### src/rtl/mc16_pkg.sv
package mc16_pkg;
   localparam int OPC_W = 4;

   typedef enum logic [3:0] {
      OP_ADD = 4'b0000, OP_SUB = 4'b0001, OP_AND = 4'b0010, OP_OR = 4'b0011,
      OP_NOP = 4'b0100, OP_LW = 4'b0101, OP_SW = 4'b0110, OP_BEQ = 4'b0111,
      OP_BNE = 4'b1000, OP_BLT = 4'b1001, OP_BLE = 4'b1010, OP_BGT = 4'b1011,
      OP_BGE = 4'b1100, OP_ADDI = 4'b1101, OP_SPARE = 4'b1110, OP_JMP = 4'b1111
   } opc_e;

   typedef enum logic [1:0] {ALU_ADD, ALU_SUB, ALU_AND, ALU_OR} aluop_e;

   typedef enum logic [3:0] {
      S_FETCH, S_DECODE, S_EXEC_R, S_EXEC_I, S_WB,
      S_MEMRD, S_WBMEM, S_MEMWR, S_BRANCH, S_JUMP
   } state_e;

   typedef enum logic       {A_PC, A_REG} asrc_e;
   typedef enum logic [1:0] {B_REG, B_ONE, B_IMM} bsrc_e;
   typedef enum logic [1:0] {PCS_ALU, PCS_TGT, PCS_JMP} pcsrc_e;

   typedef struct packed {
      logic   pc_we;
      pcsrc_e pc_src;
      logic   ir_we;
      logic   mdr_we;
      logic   ab_we;
      logic   aout_we;
      asrc_e  a_src;
      bsrc_e  b_src;
      aluop_e op;
      logic   rf_we;
      logic   rf_to_rd;
      logic   rf_from_mdr;
      logic   addr_from_pc;
      logic   mem_we;
   } ctl_t;
endpackage

### src/rtl/mc16_alu.sv
module mc16_alu
   import mc16_pkg::*;
#(
   parameter int W = 16
) (
   input  logic [W-1:0] a,
   input  logic [W-1:0] b,
   input  aluop_e       op,
   output logic [W-1:0] y,
   output logic         eq,
   output logic         lt
);
   logic [W-1:0] diff;
   logic         ovf;

   assign diff = a - b;
   assign ovf  = (a[W-1] != b[W-1]) && (diff[W-1] != a[W-1]);
   assign eq   = (diff == '0);
   assign lt   = diff[W-1] ^ ovf;

   always_comb begin
      unique case (op)
         ALU_ADD: y = a + b;
         ALU_SUB: y = diff;
         ALU_AND: y = a & b;
         default: y = a | b;
      endcase
   end
endmodule

### src/rtl/mc16_regfile.sv
module mc16_regfile #(
   parameter int W = 16,
   parameter int N = 16,
   localparam int AW = $clog2(N)
) (
   input  logic          clk,
   input  logic          rst_n,
   input  logic          we,
   input  logic [AW-1:0] waddr,
   input  logic [W-1:0]  wdata,
   input  logic [AW-1:0] ra1,
   output logic [W-1:0]  rd1,
   input  logic [AW-1:0] ra2,
   output logic [W-1:0]  rd2
);
   logic [N*W-1:0] flat;

   for (genvar i = 0; i < N; i++) begin : g_ent
      if (i == 0) begin : g_zero
         assign flat[0 +: W] = '0;
      end else begin : g_reg
         logic [W-1:0] q;
         always_ff @(posedge clk or negedge rst_n) begin
            if (!rst_n)                          q <= '0;
            else if (we && waddr == AW'(i))      q <= wdata;
         end
         assign flat[i*W +: W] = q;
      end
   end

   assign rd1 = flat[ra1*W +: W];
   assign rd2 = flat[ra2*W +: W];
endmodule

### src/rtl/mc16_ctrl.sv
module mc16_ctrl
   import mc16_pkg::*;
(
   input  logic             clk,
   input  logic             rst_n,
   input  logic [OPC_W-1:0] opc,
   input  logic             eq,
   input  logic             lt,
   output ctl_t             ctl,
   output state_e           st
);
   state_e st_q, st_d;
   opc_e   op;
   logic   take;

   assign op = opc_e'(opc);
   assign st = st_q;

   always_comb begin
      unique case (op)
         OP_BEQ:  take = eq;
         OP_BNE:  take = !eq;
         OP_BLT:  take = lt;
         OP_BLE:  take = lt | eq;
         OP_BGT:  take = !(lt | eq);
         OP_BGE:  take = !lt;
         default: take = 1'b0;
      endcase
   end

   always_comb begin
      ctl  = '0;
      st_d = S_FETCH;
      unique case (st_q)
         S_FETCH: begin
            ctl.addr_from_pc = 1'b1;
            ctl.ir_we        = 1'b1;
            ctl.a_src        = A_PC;
            ctl.b_src        = B_ONE;
            ctl.op           = ALU_ADD;
            ctl.pc_we        = 1'b1;
            ctl.pc_src       = PCS_ALU;
            st_d             = S_DECODE;
         end
         S_DECODE: begin
            ctl.ab_we   = 1'b1;
            ctl.a_src   = A_PC;
            ctl.b_src   = B_IMM;
            ctl.op      = ALU_ADD;
            ctl.aout_we = 1'b1;
            unique case (op)
               OP_ADD, OP_SUB, OP_AND, OP_OR:          st_d = S_EXEC_R;
               OP_ADDI, OP_LW, OP_SW:                   st_d = S_EXEC_I;
               OP_BEQ, OP_BNE, OP_BLT, OP_BLE,
               OP_BGT, OP_BGE:                          st_d = S_BRANCH;
               OP_JMP:                                  st_d = S_JUMP;
               default:                                 st_d = S_FETCH;
            endcase
         end
         S_EXEC_R: begin
            ctl.a_src   = A_REG;
            ctl.b_src   = B_REG;
            ctl.op      = aluop_e'(opc[1:0]);
            ctl.aout_we = 1'b1;
            st_d        = S_WB;
         end
         S_EXEC_I: begin
            ctl.a_src   = A_REG;
            ctl.b_src   = B_IMM;
            ctl.op      = ALU_ADD;
            ctl.aout_we = 1'b1;
            st_d        = (op == OP_LW) ? S_MEMRD : (op == OP_SW) ? S_MEMWR : S_WB;
         end
         S_WB: begin
            ctl.rf_we    = 1'b1;
            ctl.rf_to_rd = (opc[3:2] == 2'b00);
         end
         S_MEMRD: begin
            ctl.mdr_we = 1'b1;
            st_d       = S_WBMEM;
         end
         S_WBMEM: begin
            ctl.rf_we       = 1'b1;
            ctl.rf_from_mdr = 1'b1;
         end
         S_MEMWR: ctl.mem_we = 1'b1;
         S_BRANCH: begin
            ctl.a_src  = A_REG;
            ctl.b_src  = B_REG;
            ctl.op     = ALU_SUB;
            ctl.pc_we  = take;
            ctl.pc_src = PCS_TGT;
         end
         S_JUMP: begin
            ctl.pc_we  = 1'b1;
            ctl.pc_src = PCS_JMP;
         end
         default: st_d = S_FETCH;
      endcase
   end

   always_ff @(posedge clk or negedge rst_n) begin
      if (!rst_n) st_q <= S_FETCH;
      else        st_q <= st_d;
   end
endmodule

### src/rtl/mc_core16.sv
module mc_core16
   import mc16_pkg::*;
#(
   parameter int DATA_W = 16,
   parameter int ADDR_W = 12,
   parameter int NREG   = 16
) (
   input  logic              clk,
   input  logic              rst_n,
   output logic [ADDR_W-1:0] mem_addr,
   output logic [DATA_W-1:0] mem_wdata,
   output logic              mem_we,
   input  logic [DATA_W-1:0] mem_rdata
);
   localparam int RIDX_W = $clog2(NREG);
   localparam int FLD_W  = 4;

   if (DATA_W != 16) begin : g_bad_data
      $error("mc_core16: DATA_W must be 16 for the four-field word");
   end
   if (ADDR_W != 12) begin : g_bad_addr
      $error("mc_core16: ADDR_W must match the 12-bit jump field");
   end
   if (NREG != 16) begin : g_bad_nreg
      $error("mc_core16: NREG must be 16 for 4-bit register fields");
   end

   ctl_t              ctl;
   state_e            st;
   logic [ADDR_W-1:0] pc_q;
   logic [DATA_W-1:0] ir_q, mdr_q, ra_q, rb_q, aout_q;
   logic [DATA_W-1:0] a_in, b_in, alu_y, rd1, rd2, imm_x, rf_wdata;
   logic [RIDX_W-1:0] rs, rt, rd, rf_waddr;
   logic              eq, lt;

   assign rs    = ir_q[11:8];
   assign rt    = ir_q[7:4];
   assign rd    = ir_q[3:0];
   assign imm_x = {{(DATA_W-FLD_W){ir_q[FLD_W-1]}}, ir_q[FLD_W-1:0]};

   mc16_ctrl u_ctrl (
      .clk(clk), .rst_n(rst_n), .opc(ir_q[DATA_W-1 -: OPC_W]),
      .eq(eq), .lt(lt), .ctl(ctl), .st(st)
   );

   assign a_in = (ctl.a_src == A_PC) ? {{(DATA_W-ADDR_W){1'b0}}, pc_q} : ra_q;

   always_comb begin
      unique case (ctl.b_src)
         B_REG:   b_in = rb_q;
         B_ONE:   b_in = DATA_W'(1);
         default: b_in = imm_x;
      endcase
   end

   mc16_alu #(.W(DATA_W)) u_alu (
      .a(a_in), .b(b_in), .op(ctl.op), .y(alu_y), .eq(eq), .lt(lt)
   );

   assign rf_waddr = ctl.rf_to_rd    ? rd    : rt;
   assign rf_wdata = ctl.rf_from_mdr ? mdr_q : aout_q;

   mc16_regfile #(.W(DATA_W), .N(NREG)) u_rf (
      .clk(clk), .rst_n(rst_n), .we(ctl.rf_we), .waddr(rf_waddr),
      .wdata(rf_wdata), .ra1(rs), .rd1(rd1), .ra2(rt), .rd2(rd2)
   );

   always_ff @(posedge clk or negedge rst_n) begin
      if (!rst_n) begin
         pc_q   <= '0;
         ir_q   <= '0;
         mdr_q  <= '0;
         ra_q   <= '0;
         rb_q   <= '0;
         aout_q <= '0;
      end else begin
         if (ctl.pc_we) begin
            unique case (ctl.pc_src)
               PCS_ALU: pc_q <= alu_y[ADDR_W-1:0];
               PCS_TGT: pc_q <= aout_q[ADDR_W-1:0];
               default: pc_q <= ir_q[ADDR_W-1:0];
            endcase
         end
         if (ctl.ir_we)   ir_q   <= mem_rdata;
         if (ctl.mdr_we)  mdr_q  <= mem_rdata;
         if (ctl.aout_we) aout_q <= alu_y;
         if (ctl.ab_we) begin
            ra_q <= rd1;
            rb_q <= rd2;
         end
      end
   end

   assign mem_addr  = ctl.addr_from_pc ? pc_q : aout_q[ADDR_W-1:0];
   assign mem_wdata = rb_q;
   assign mem_we    = ctl.mem_we;
endmodule

### config.mk
export PLATFORM = sky130hd
export DESIGN_NAME = mc_core16
export DESIGN_NICKNAME = d
export VERILOG_FILES = /design/src/rtl/mc16_pkg.sv /design/src/rtl/mc16_alu.sv /design/src/rtl/mc16_regfile.sv /design/src/rtl/mc16_ctrl.sv /design/src/rtl/mc_core16.sv
export SDC_FILE = /design/constraint.sdc
export NUM_CORES = 1
export LEC_CHECK = 0
export BUFFER_PORTS_ARGS = -buffer_cell sky130_fd_sc_hd__buf_2
export CORE_MARGIN = 2
export CORE_UTILIZATION = 39
export DETAILED_ROUTE_END_ITERATION = 7
export HOLD_SLACK_MARGIN = 0.05
export PLACE_DENSITY = 0.59
export SLEW_MARGIN = 20
export SYNTH_ARGS = -nofsm -noshare
export SYNTH_HDL_FRONTEND = slang
export SYNTH_SLANG_ARGS = --single-unit
### constraint.sdc
create_clock -name clk -period 17.5 [get_ports clk]
set_input_delay 0.875 -clock clk [delete_from_list [all_inputs] [get_ports clk]]
set_output_delay 0.875 -clock clk [all_outputs]
set_load 0.01 [all_outputs]
==> results of run 1 <==
==> final timing paths <==
check | endpoint | slack, ns | cells past startpoint
max | pc_q[11] | 10.38 | 25
min | u_rf.g_ent[14].g_reg.q[10] | 0.31 | 1
max reg2reg | pc_q[11] | 10.38 | 25
min reg2reg | ra_q[6] | 0.48 | 2
max in group asynchronous | ir_q[5] | 14.06 | 4
min in group clk | ra_q[6] | 0.48 | 2
==> per-layer routing <==
layer  global-route usage (%)  vias up  share of wire [%]
met5                        0        -                  0
met4                     7.02        0                2.7
met3                     2.72      104                6.1
met2                     38.3      506                 48
met1                     32.1     7630                 43
li1                         -     6856                  -
==> area by class of cell <==
cell class | count | share of cell area [%]
Clock inverter | 11 | 0.426
Timing Repair Buffer | 94 | 2.80
Multi-Input combinational cell | 1407 | 47.7
Tap cell | 664 | 3.87
Sequential cell | 336 | 39.2
Inverter | 52 | 0.909
Clock buffer | 52 | 5.05
==> critical path, cell delays in order (launching register included) <==
cell and delay, ns:
dfrtp_1 0.57, nor2_1 0.32, a21oi_1 0.11, nor2_1 0.11, buf_4 0.31, mux2i_1 0.45
inv_1 0.13, ha_1 0.36, nor2_1 0.07, o311a_1 0.31, o41a_1 0.44, a21o_1 0.25
o31ai_4 0.21, nor2_1 0.06, nor2_1 0.10, o21bai_1 0.09, fa_1 0.51, nor3_1 0.20
o21a_1 0.15, o311ai_0 0.13, nor4_1 0.25, and4_1 0.32, a41o_2 0.22, nand4_1 0.11
o21ai_2 0.78, mux2_2 0.41
==> metrics by stage <==
step,setup WS (ns),util (%)
finish,10.38,43.9
global route,9.82,43.9
CTS,10.44,43.8
detailed placement,10.44,41.4
global placement,10.67,41.4
floorplan,11.43,-
==> sequential cells by signal, indices dropped and copies added, names as in the netlist <==
name and count:
mdr_q 16, ir_q 16, pc_q 12, ra_q 16, aout_q 16, u_ctrl.st 4
u_rf.g_ent.g_reg.q 240, mem_wdata 16
==> placed cells by master, fill, tap and decap left out, types with 17 or more instances in the layout <==
| cell | instances |
|---|---|
| nand2_1 | 337 |
| dfrtp_1 | 332 |
| a21oi_1 | 223 |
| nor2_1 | 190 |
| o21ai_0 | 141 |
| mux4_2 | 128 |
| inv_1 | 51 |
| ha_1 | 51 |
| mux2i_1 | 48 |
| buf_4 | 48 |
| buf_2 | 45 |
| clkbuf_16 | 38 |
| mux2_2 | 37 |
| a22o_1 | 19 |
| o21a_1 | 17 |
==> power breakdown <==
| part | switching, mW | internal [mW] |
|---|---|---|
| combinational | 1.67 | 1.27 |
| clock | 0.321 | 0.445 |
| sequential | 0.350 | 1.12 |
| total | 2.34 | 2.84 |
==> cell families (layout without fill, tap and decap cells) <==
group | Yosys count | count (layout) | share of synthesized area (%)
adders and majority gates | 54 | 54 | 3.60
and+or+nand+nor | 624 | 624 | 13.1
AOI/OAI and AO/OA | 483 | 483 | 14.4
buffers and inverters | 208 | 209 | 4.18
muxes | 229 | 229 | 20.6
DFF | 336 | 336 | 43.4
xor gates and xnor gates | 17 | 17 | 0.768
==> run_results.csv, run 1 <==
group,metric,value,unit
clocking,cts_made_buffers,36,
yosys,ys_async_sr_fraction,100,%
placement,gp_congestion,0.898,
drt,first_pass_iters,5,
layout,synthToLayoutAreaGrowth,10.8,%
layout,fill_cells,4628,
sta,finClkSkew,0.0305,ns
sta,relSlewSlack,27.7,%
clocking,htreeDepth,2,
worst_setup_path,crit_start,"u_ctrl.st[0]",
floorplanning,core,49000,µm²
yosys,synth_area_leaders,"dfrtp_1, mux4_2, nand2_1",
yosys,synth_most_common_cell,"nand2_1",
global_routing,gr-total-overflow,0,
global_routing,antenna_found_initial,0,
floorplanning,die_y,227,µm
clocking,cts_resized,0,
placement,dp_cells,2553,
placement,placed_cell_area,20300,µm²
worst_setup_path,crit_required,17.90,ns
worst_setup_path,crit_arrival,7.52,ns
drt,final_antenna_net_count,0,
drt,drcViolationCount,0,
sta,holdWs,0.310,ns
worst_setup_path,cp-start-kind,"flip-flop",
placement,hpwlAfterDp,37600,µm
worst_setup_path,reg2reg_from,"u_ctrl.st[0]",
global_routing,grt_use_total,23.2,%
worst_setup_path,crit_path_end_kind,"flip-flop",
outcome,outcome,"finished, final reports clean",
job,drv_cap,0,
layout,multiInputGateArea,10200,µm²
clocking,worstSkewPairLatency,0.54,ns
global_routing,grt_pass1_wl,90500,µm
yosys,synthDistinctLibCells,73,
floorplanning,dieWidth,227,µm
drt,totalWireLength,58700,µm
layout,num-nets-final,1999,
yosys,synth_fp_nets,2023,
sta,tightest_slew,1.08,ns
yosys,postSynthAreaPerCell,9.93,µm²
drt,wl_per_cell,22.4,µm
drt,drt-vias-per-instance,5.77,
layout,seq_area,8420,µm²
placement,port-buffer-count,46,
yosys,synth-edff-count,0,
worst_setup_path,crit_fanout,16,
layout,antenna_cells,0,
yosys,synth_area,19400,µm²
clocking,cts.clk_slew.worst_paths,0.06,ns
power,ir_drop,83.8,µV
floorplanning,rows,81,
yosys,synth_warnings,0,
clocking,cts_max_path_buffers,3,
worst_setup_path,path_class,"reg2reg",
layout,drive_gt1_share,18.9,%
clocking,postCtsHoldBufs,0,
hold_path,hold_path.class,"in2async",
clocking,tritoncts,"yes",
sta,fin_tns_setup,0,ns
sta,min_period,7.12,ns
sta,fmax,0.141,GHz
yosys,synth_cells,1951,
power,power_density,241,nW/µm²
floorplanning,initial_utilization,39.6,%
clocking,postCtsSetupBuffers,0,
drt,num_vias,15096,
clocking,clock-root-buffer,"clkbuf_16",
floorplanning,die_area,51500,µm²
sta,final-hold-violation-count,0,
floorplanning,io_pins,47,
yosys,ys_seq_area_share,43.4,%
sta,fin_crit_sh,40.7,%
yosys,yosys.area.top_type,"dfrtp_1",
yosys,synthTopCellsByCount,"nand2_1, dfrtp_1, a21oi_1",
yosys,synth_seq_cells,336,
yosys,yosysTopAreaCellShare,43.4,%
global_routing,grt_max_degree,79,
sta,slew_violations,0,
sta,setup_violations,0,
yosys,yosys_most_used_dff,"dfrtp_1",
layout,instances_no_fill,2616,
layout,stdcell_area,21500,µm²
clocking,cts.sinks,336,
drt,drt-initial-drc-count,1332,
power,finalPower,5.18,mW
sta,rsz0062_at_grt,"no",
power,p_leak,9.46,nW
global_routing,grt_pass1_vias,14896,
Power figures use the tool's default switching activity.
==> run 2: changes to the inputs <==
- PLACE_DENSITY: 0.59 -> 0.61
- clock period: 17.5 -> 6.15 ns (I/O delays scaled with it)
==> run 2 against run 1 <==
Setup slack got worse by 10 ns. Final area rose by 2.3%. Largest cell class unchanged. Worst hold slack worse by 0.25 ns. Highest routed layer unchanged. Sequential share of layout area fell by 0.87 points.
==> run_results.csv, run 2 (synthesis results as in run 1) <==
group,metric,value,unit
drt,wl_per_cell,21.6,µm
clocking,tritoncts,"yes",
worst_setup_path,cp-start-kind,"flip-flop",
layout,antenna_cells,0,
sta,rsz0062_at_grt,"no",
layout,stdcell_area,22000,µm²
drt,drt-vias-per-instance,5.77,
sta,timing.final.ws_setup,0.266,ns
floorplanning,initial_utilization,39.6,%
layout,layout.cells.most_common,"nand2_1",
outcome,outcome,"finished, final reports clean",
drt,routed.top_layer,"met4",
sta,fmax,0.170,GHz
floorplanning,rows,81,
sta,tightest_slew,1.13,ns
placement,dp_cells,2575,
sta,setup_violations,0,
placement,post-place-ws,0.0676,ns
clocking,htreeDepth,2,
drt,num_vias,15352,
layout,final_cell_mix,"nand2_1, dfrtp_1, a21oi_1, nor2_1, o21ai_0",
layout,largest_reg_flops,240,
floorplanning,die_y,227,µm
drt,met1_length,25200,µm
placement,port-buffer-count,46,
floorplanning,io_pins,47,
drt,drt-initial-drc-count,1481,
sta,finClkSkew,0.0129,ns
drt,drcViolationCount,0,
worst_setup_path,crit_required,6.56,ns
clocking,worstSkewPairLatency,0.53,ns
worst_setup_path,crit_arrival,6.29,ns
placement,placed_cell_area,20400,µm²
power,power_density,688,nW/µm²
layout,fill_cells,4538,
clocking,clock-root-buffer,"clkbuf_16",
global_routing,grt_pass1_wl,88800,µm
layout,drive_gt1_share,20.2,%
global_routing,antenna_found_initial,0,
floorplanning,core,49000,µm²
global_routing,grt_pass1_vias,14940,
layout,synthToLayoutAreaGrowth,13.3,%
clocking,cts.sinks,336,
hold_path,hold_path.class,"in2reg",
clocking,cts_max_path_buffers,3,
worst_setup_path,path_class,"reg2reg",
drt,first_pass_iters,5,
drt,wl_met2,27300,µm
sta,slew_violations,0,
sta,final-hold-violation-count,0,
job,drv_cap,0,
layout,instances_no_fill,2659,
clocking,cts_made_buffers,36,
floorplanning,die_area,51500,µm²
layout,finalCoreUtilization,44.8,%
layout,num-nets-final,2043,
placement,hpwlAfterDp,37100,µm
power,p_leak,9.71,nW
placement,gp_congestion,0.954,
power,ir_drop,256,µV
worst_setup_path,crit_path_end_kind,"flip-flop",
sta,min_period,5.88,ns
sta,fin_crit_sh,95.7,%
drt,totalWireLength,57400,µm
sta,fin_tns_setup,0,ns
clocking,cts.clk_slew.worst_paths,0.06,ns
sta,relSlewSlack,24.7,%
floorplanning,dieWidth,227,µm
drt,final_antenna_net_count,0,
global_routing,gr-total-overflow,0,
drt,met3_length,3480,µm
global_routing,grt_use_total,22.6,%
layout,regMostFlops,"u_rf.g_ent.g_reg.q",
worst_setup_path,crit_fanout,11,
global_routing,grt_max_degree,119,
## run 2: through the flow
stage	hold WS [ns]	power [mW]
final	0.0592	15.1
after global routing	0.0665	16.1
after CTS	0.0566	14.9
after detailed placement	0.387	12.6
after global placement	0.381	12.5
after floorplan	0.0119	10.0
## run 2: layout make-up
type / instances / area [µm²] / share of cell area, %
Inverter: 52 / 195 / 0.889
Clock inverter: 10 / 150 / 0.684
Timing Repair Buffer: 138 / 1010 / 4.61
Clock buffer: 52 / 1080 / 4.93
Sequential cell: 336 / 8420 / 38.4
Multi-Input combinational cell: 1407 / 10300 / 46.7
Tap cell: 664 / 831 / 3.78
## run 2: per-layer routing
| layer | up-vias | track usage [%] |
|---|---|---|
| met3 | 98 | 3.36 |
| met2 | 535 | 36.8 |
| met5 | - | 0 |
| met4 | 0 | 6.20 |
| li1 | 6936 | - |
| met1 | 7783 | 31.5 |
## run 2: final timing paths
check,start,slack (ns),cells past startpoint,endpoint
min in group asynchronous,rst_n,0.39,2,u_rf.g_ent[14].g_reg.q[11]
max in group asynchronous,rst_n,4.53,3,ir_q[8]
worst min register to register,ra_q[5],0.48,2,ra_q[5]
worst max-delay path,u_ctrl.st[3],0.27,27,pc_q[0]
worst max register to register,u_ctrl.st[3],0.27,27,pc_q[0]
worst min-delay path,mem_rdata[12],0.06,3,ir_q[12]
## run 2: worst max-delay path, stage by stage, from the launching register on
cell	delay [ns]
dfrtp_1	0.38
buf_6	0.16
a21oi_1	0.08
nor2_1	0.13
buf_6	0.17
buf_4	0.13
mux2i_2	0.21
inv_1	0.09
ha_1	0.31
inv_2	0.07
a21o_2	0.23
o41a_1	0.45
a21o_1	0.24
o31ai_4	0.21
nor2_1	0.06
nor2_1	0.10
o21bai_1	0.09
fa_1	0.48
nor3_2	0.21
o21a_1	0.14
o311ai_0	0.12
nor4_1	0.24
and4_2	0.33
a41o_2	0.21
nand4_1	0.11
o21ai_2	0.27
buf_6	0.19
mux2_2	0.34
## run 2: report_power, final
group	internal (mW)	switching (mW)	total, mW
sequential	3.20	0.964	4.16
combinational	3.80	4.87	8.67
clock	1.39	0.886	2.27
## run 2: timing repair
action / 4_1_cts / 5_1_grt
endpoints found under the hold margin: 109 / 0
resized for setup: 0 / 12
hold buffers: 15 / 0
endpoints found under the setup margin: 0 / 12
buffers inserted: 0 / 5
